<file path="config.mk">
export PLATFORM = sky130hd
export DESIGN_NAME = clkEnGen
export DESIGN_NICKNAME = d
export VERILOG_FILES = /design/src/rtl/clkEnGenPkg.sv /design/src/rtl/clkEnCtrl.sv /design/src/rtl/clkEnPath.sv /design/src/rtl/clkEnGen.sv
export SDC_FILE = /design/constraint.sdc
export NUM_CORES = 1
export LEC_CHECK = 0
export BUFFER_PORTS_ARGS = -buffer_cell sky130_fd_sc_hd__clkbuf_2
export CAP_MARGIN = 20
export CORE_ASPECT_RATIO = 0.9
export CORE_MARGIN = 2
export CORE_UTILIZATION = 40
export DETAILED_ROUTE_END_ITERATION = 10
export GPL_ROUTABILITY_DRIVEN = 0
export GPL_TIMING_DRIVEN = 0
export PLACE_DENSITY = 0.56
export SYNTH_ARGS = -nofsm -noshare
export SYNTH_HDL_FRONTEND = slang
export SYNTH_SLANG_ARGS = --single-unit
</file>
<file path="constraint.sdc">
create_clock -name clk -period 5 [get_ports clk]
set_clock_uncertainty 0.2 [all_clocks]
set_input_delay 0.25 -clock clk [delete_from_list [all_inputs] [get_ports clk]]
set_output_delay 0.25 -clock clk [all_outputs]
set_load 0.01 [all_outputs]
</file>
<file path="src/rtl/clkEnGenPkg.sv">
package clkEnGenPkg;
  localparam int CODE_W    = 4;
  localparam int GROUP_LEN = 16;
  localparam int GROUP_W   = $clog2(GROUP_LEN);
  localparam int RATIO_W   = 6;
  localparam int MAX_TRIM  = 8;

  typedef struct packed {
    logic              load;
    logic              suppress;
    logic [CODE_W-1:0] nextMult;
    logic [CODE_W-1:0] actDiv;
  } ctlStrobe_t;

  // Doubled multiplier per ratio code; undefined codes use the x1.5 entry.
  function automatic logic [RATIO_W-1:0] ratioX2(input logic [CODE_W-1:0] code);
    logic [RATIO_W-1:0] r;
    case (code)
      4'd3:    r = 6'd6;
      4'd4:    r = 6'd8;
      4'd5:    r = 6'd12;
      4'd6:    r = 6'd16;
      4'd7:    r = 6'd24;
      4'd8:    r = 6'd32;
      4'd9:    r = 6'd36;
      4'd10:   r = 6'd24;
      4'd12:   r = 6'd9;
      4'd13:   r = 6'd18;
      4'd14:   r = 6'd32;
      4'd15:   r = 6'd36;
      default: r = 6'd3;
    endcase
    return r;
  endfunction

  function automatic logic halfCache(input logic [CODE_W-1:0] code);
    return (code == 4'd8) || (code == 4'd9) || (code == 4'd10);
  endfunction

  function automatic logic [CODE_W-1:0] cleanDiv(input logic [CODE_W-1:0] d);
    return (d > CODE_W'(MAX_TRIM)) ? '0 : d;
  endfunction
endpackage

</file>
<file path="src/rtl/clkEnCtrl.sv">
module clkEnCtrl
  import clkEnGenPkg::*;
(
  input  logic              clk,
  input  logic              rst_n,
  input  logic              wrEn,
  input  logic              wrSel,
  input  logic [CODE_W-1:0] wrData,
  input  logic              rdSel,
  input  logic              cand,
  output logic [CODE_W-1:0] rdData,
  output ctlStrobe_t        ctl
);
  logic [CODE_W-1:0]  shadowMult;
  logic [CODE_W-1:0]  shadowDiv;
  logic [CODE_W-1:0]  actDiv;
  logic [GROUP_W-1:0] grpIdx;
  logic [GROUP_W-1:0] grpSum;
  logic [GROUP_W:0]   spreadSum;
  logic               atLast;

  // Running sum of the trim code; a carry out of the group width marks a slot to drop.
  assign spreadSum = {1'b0, grpSum} + (GROUP_W+1)'(actDiv);
  assign atLast    = (grpIdx == GROUP_W'(GROUP_LEN - 1));

  always_comb begin
    ctl.load     = cand & atLast;
    ctl.suppress = cand & spreadSum[GROUP_W];
    ctl.nextMult = shadowMult;
    ctl.actDiv   = actDiv;
  end

  assign rdData = rdSel ? shadowDiv : shadowMult;

  always_ff @(posedge clk or negedge rst_n) begin
    if (!rst_n) begin
      shadowMult <= CODE_W'(1);
      shadowDiv  <= '0;
    end else if (wrEn) begin
      if (wrSel) shadowDiv  <= wrData;
      else       shadowMult <= wrData;
    end
  end

  always_ff @(posedge clk or negedge rst_n) begin
    if (!rst_n) begin
      actDiv <= '0;
      grpIdx <= '0;
      grpSum <= '0;
    end else if (cand) begin
      grpIdx <= grpIdx + GROUP_W'(1);
      if (atLast) begin
        actDiv <= cleanDiv(shadowDiv);
        grpSum <= '0;
      end else begin
        grpSum <= spreadSum[GROUP_W-1:0];
      end
    end
  end
endmodule

</file>
<file path="src/rtl/clkEnPath.sv">
module clkEnPath
  import clkEnGenPkg::*;
#(
  parameter int ACC_W = 7,
  localparam int EFF_W = RATIO_W + GROUP_W + 1
) (
  input  logic             clk,
  input  logic             rst_n,
  input  ctlStrobe_t       ctl,
  output logic             cand,
  output logic             coreEn,
  output logic             cacheEn,
  output logic [EFF_W-1:0] effRatio
);
  logic [CODE_W-1:0]  actMult;
  logic [RATIO_W-1:0] actRx2;
  logic [ACC_W-1:0]   acc;
  logic [ACC_W:0]     accSum;
  logic [GROUP_W:0]   keptSlots;
  logic               keep;
  logic               halfPhase;
  logic               halfMode;

  assign actRx2    = ratioX2(actMult);
  assign halfMode  = halfCache(actMult);
  assign accSum    = {1'b0, acc} + (ACC_W+1)'(actRx2);
  assign cand      = accSum[ACC_W];
  assign keep      = cand & ~ctl.suppress;
  assign keptSlots = (GROUP_W+1)'(GROUP_LEN) - (GROUP_W+1)'(ctl.actDiv);
  assign effRatio  = EFF_W'(actRx2) * EFF_W'(keptSlots);

  always_ff @(posedge clk or negedge rst_n) begin
    if (!rst_n) begin
      acc       <= '0;
      actMult   <= CODE_W'(1);
      coreEn    <= 1'b0;
      cacheEn   <= 1'b0;
      halfPhase <= 1'b0;
    end else begin
      acc     <= accSum[ACC_W-1:0];
      coreEn  <= keep;
      cacheEn <= keep & (~halfMode | ~halfPhase);
      if (keep)     halfPhase <= ~halfPhase;
      if (ctl.load) actMult   <= ctl.nextMult;
    end
  end
endmodule

</file>
<file path="src/rtl/clkEnGen.sv">
module clkEnGen
  import clkEnGenPkg::*;
#(
  parameter int ACC_W = 7
) (
  input  logic        clk,
  input  logic        rst_n,
  input  logic        wrEn,
  input  logic        wrSel,
  input  logic [3:0]  wrData,
  input  logic        rdSel,
  output logic [3:0]  rdData,
  output logic        coreEn,
  output logic        cacheEn,
  output logic [10:0] effRatio
);
  ctlStrobe_t ctlBus;
  logic       candStrobe;

  clkEnCtrl u_ctrl (
    .clk    (clk),
    .rst_n  (rst_n),
    .wrEn   (wrEn),
    .wrSel  (wrSel),
    .wrData (wrData),
    .rdSel  (rdSel),
    .cand   (candStrobe),
    .rdData (rdData),
    .ctl    (ctlBus)
  );

  clkEnPath #(.ACC_W(ACC_W)) u_path (
    .clk      (clk),
    .rst_n    (rst_n),
    .ctl      (ctlBus),
    .cand     (candStrobe),
    .coreEn   (coreEn),
    .cacheEn  (cacheEn),
    .effRatio (effRatio)
  );
endmodule

</file>
==> summary.txt <==
Outcome
  – Status: finished clean

Synth
  – Main synth FF type: dfrtp_1
  – Mapped Area: 2790 µm²
  – Post-synth ARST share: 1.00
  – Complex-gate fraction of the synthesized area: 0.0830
  – Largest family of logic cells by synthesized area: adder cells
  – Top-area cell type share of the netlist area: 0.287
  – Sequential cell area fraction in the yosys report: 0.306
  – Simple-Gate Fraction of Synth Area: 0.150
  – Post-synth top cells: dfrtp_1 (32), ha_1 (32), inv_1 (27), nand2_1 (18), xnor2_1 (17)
  – Top post-synthesis cells by area: dfrtp_1 (29%), ha_1 (14%), fa_1 (10%)
  – Synth Area in Adders: 0.244
  – Syn Inst Count: between 200 and 300
  – Mapped Avg Cell Area: a little over 10 µm²
  – Post-synth EDFFs: 0
  – Mux contribution to synthesized area: 0.103
  – Syn. warnings: 0
  – Xor and xnor area share after synthesis: 0.0660
  – Post-Synthesis Net Count: between 300 and 400
  – Area leader, netlist: dfrtp_1
  – Synth cell types: 37
  – Number of synthesized register bits: 34

Timing
  – RSZ-0062 raised after global routing: no
  – # setup viols final: 0
  – Measured slew at the worst slew-check pin: around 0.84 ns
  – Final min period: slightly below 5 ns
  – Slew Viols, Final: 0
  – Final hold vios: 0
  – Fin Setup TNS: 0 ns
  – Fmax: approximately 210 MHz
  – Crit share post-route: 0.963
  – Worst slew margin: 0.441

Finish
  – Area of the multi-input gates: ~1900 µm²
  – Final Core Density: 0.502
  – Diode count: 0
  – Synthesis-to-finish area growth: 20.0%
  – Fin area: between 3000 and 4000 µm²
  – Share of cells above drive strength 1: 0.294
  – Fill cell count: between 600 and 700
  – NumNets Final: between 300 and 400
  – Register area: around 860 µm²
  – Non-filler cells, final: 406

Hold path
  – Worst Hold Class: input pin to flop

Clock network
  – CTS Buffer Depth: 2
  – Clock tree sinks: 34
  – TritonCTS clock tree: done
  – CTS buffer count: 5
  – H-tree depth: 2
  – Worst-path clk slew: 0.06 ns
  – CTS Root Cell: clkbuf_8
  – Clk_lat worst skew: ~0.28 ns

GRT
  – Vias in the first global route: ~2000
  – Grt met3 use: 0.0245
  – Global route hottest layer: met2
  – Total gr overflow: 0
  – GRT Overall Usage: 0.145
  – Largest net degree at the start of global routing: 35
  – Initial antenna violation count: 0
  – Met1 Track Usage GR: 0.191
  – First-pass GRT wire length: 9.07 mm
  – Global-route track usage on met2: 0.249

Detailed routing
  – Post-Route WL: ~5.3 mm
  – DR iter-0 viols: 34
  – Antenna violation net count after detailed routing: 0
  – Via density: 4.97
  – Post-DR wirelength/cell: about 13 µm
  – Vias: 2018
  – Initial DRT Pass Iterations: 4
  – DRC: 0

Power
  – Static leakage: around 1.7 nW
  – Worst VDD drop: 0.199 mV
  – Pwr Density: between 150 and 200 nW/µm²

Floorplan
  – Die area: around 7700 µm²
  – Die Ht: 83.2 µm
  – Starting Density: 0.419
  – Die width: just over 90 µm
  – Site Rows: 28
  – I/O pin count: 26
  – Core area: roughly 6700 µm²

Placed design
  – Area after DPL: just over 3000 µm²
  – Inst Count DP: 387
  – Post-DP HPWL: approximately 4 mm
  – # port buffers: 25

Worst setup path
  – Largest fanout on the critical path: 6
  – Crit. End Element: output pin
  – Worst setup SP type: flop
  – Setup CP Type: flop to output pin
  – Worst EP required: 4.55 ns
  – CP arrival: between 4 and 5 ns

Flow run
  – Max Cap Viol: 0
area by class of cell:
type	count	area share
timing repair buffer	39	0.0696
tap	90	0.0337
clock buffer	7	0.0258
sequential	34	0.256
inverter	27	0.0303
buffer	4	0.0101
multi-input combinational	205	0.574
report_power, final:
group / switching [mW] / internal (mW) / total, mW
Sequential: 0.00988 / 0.286 / 0.296
Clock: 0.0907 / 0.109 / 0.200
Combinational: 0.0177 / 0.0216 / 0.0394
flip-flops by register name, indices dropped and copies added (netlist names):
| register | cells |
|---|---|
| u_ctrl.shadowDiv | 4 |
| u_path.halfPhase | 1 |
| u_path.actMult | 4 |
| u_ctrl.grpSum | 4 |
| u_ctrl.shadowMult | 4 |
| u_path.coreEn | 1 |
| u_ctrl.actDiv | 4 |
| u_path.acc | 7 |
| u_ctrl.grpIdx | 4 |
| u_path.cacheEn | 1 |
critical path: stages (launching register included):
cell	delay, ns
dfstp_2	0.54
nand2_1	0.07
mux2_2	0.28
o22a_4	0.26
nand2b_1	0.17
fa_1	0.51
fa_1	0.43
fa_1	0.52
inv_1	0.06
ha_4	0.22
and3_1	0.14
a221o_1	0.33
nor4_2	0.16
nor3_1	0.10
xor2_1	0.16
buf_2	0.14
placed cells by master (no fill, tap or decap), types with 5 or more instances in the layout:
cell type	n
a21oi_1	9
xnor2_1	14
nand3_1	7
nor2_1	12
buf_4	13
and2_1	11
inv_1	27
dfrtp_1	29
fa_1	14
mux2_2	14
mux2_4	6
clkbuf_8	7
o21ai_0	9
nor2b_1	9
nand2_1	18
clkbuf_2	25
ha_1	28
a21o_1	5
repair_timing:
| item | in CTS | in global routing |
|---|---|---|
| gates resized for setup | 23 | 6 |
| hold buffers | 1 | 0 |
| pin swaps | 14 | 4 |
| hold endpoints to repair | 32 | 0 |
| buffers inserted | 13 | 0 |
| setup endpoints to repair | 5 | 3 |
path summary, 6_finish.rpt:
path,depth (start not counted),startpoint,endpoint,slack [ns]
min reg2reg,1,u_path.acc[0],u_path.acc[0],0.28
max in group asynchronous,2,rst_n,u_path.actMult[1],3.61
min,2,wrData[1],u_ctrl.shadowDiv[1],0.02
max,15,u_path.actMult[0],effRatio[9],0.18
max reg2reg,14,u_path.actMult[2],u_path.actMult[1],1.75
min in group asynchronous,2,rst_n,u_ctrl.grpIdx[2],0.40
metrics by stage:
| step | hold slack, ns | setup WS [ns] | total power, mW |
|---|---|---|---|
| after CTS | 0.00936 | 0.00324 | 0.545 |
| after floorplan | -0.246 | 0.305 | 0.320 |
| after global placement | 0.204 | -0.0268 | 0.339 |
| after global routing | 0.0139 | 0.00200 | 0.564 |
| after detailed placement | 0.203 | -0.0735 | 0.340 |
| final | 0.0191 | 0.185 | 0.535 |
routing by layer:
| metal | vias up | wire length, µm |
|---|---|---|
| met2 | 27 | 2580 |
| met1 | 980 | 2540 |
| met4 | 0 | 36 |
| li1 | 1007 | - |
| met3 | 4 | 129 |
| met5 | - | 0 |
cell families after synthesis:
| family | after synthesis |
|---|---|
| AO/OA/AOI/OAI | 35 |
| XOR/XNOR | 21 |
| adder cells (fa/ha/maj) | 46 |
| multiplexers | 24 |
| flip-flops | 34 |
| buffers and inverters | 33 |
| AND/OR/NAND/NOR | 79 |
(Power assumes the default switching activity.)
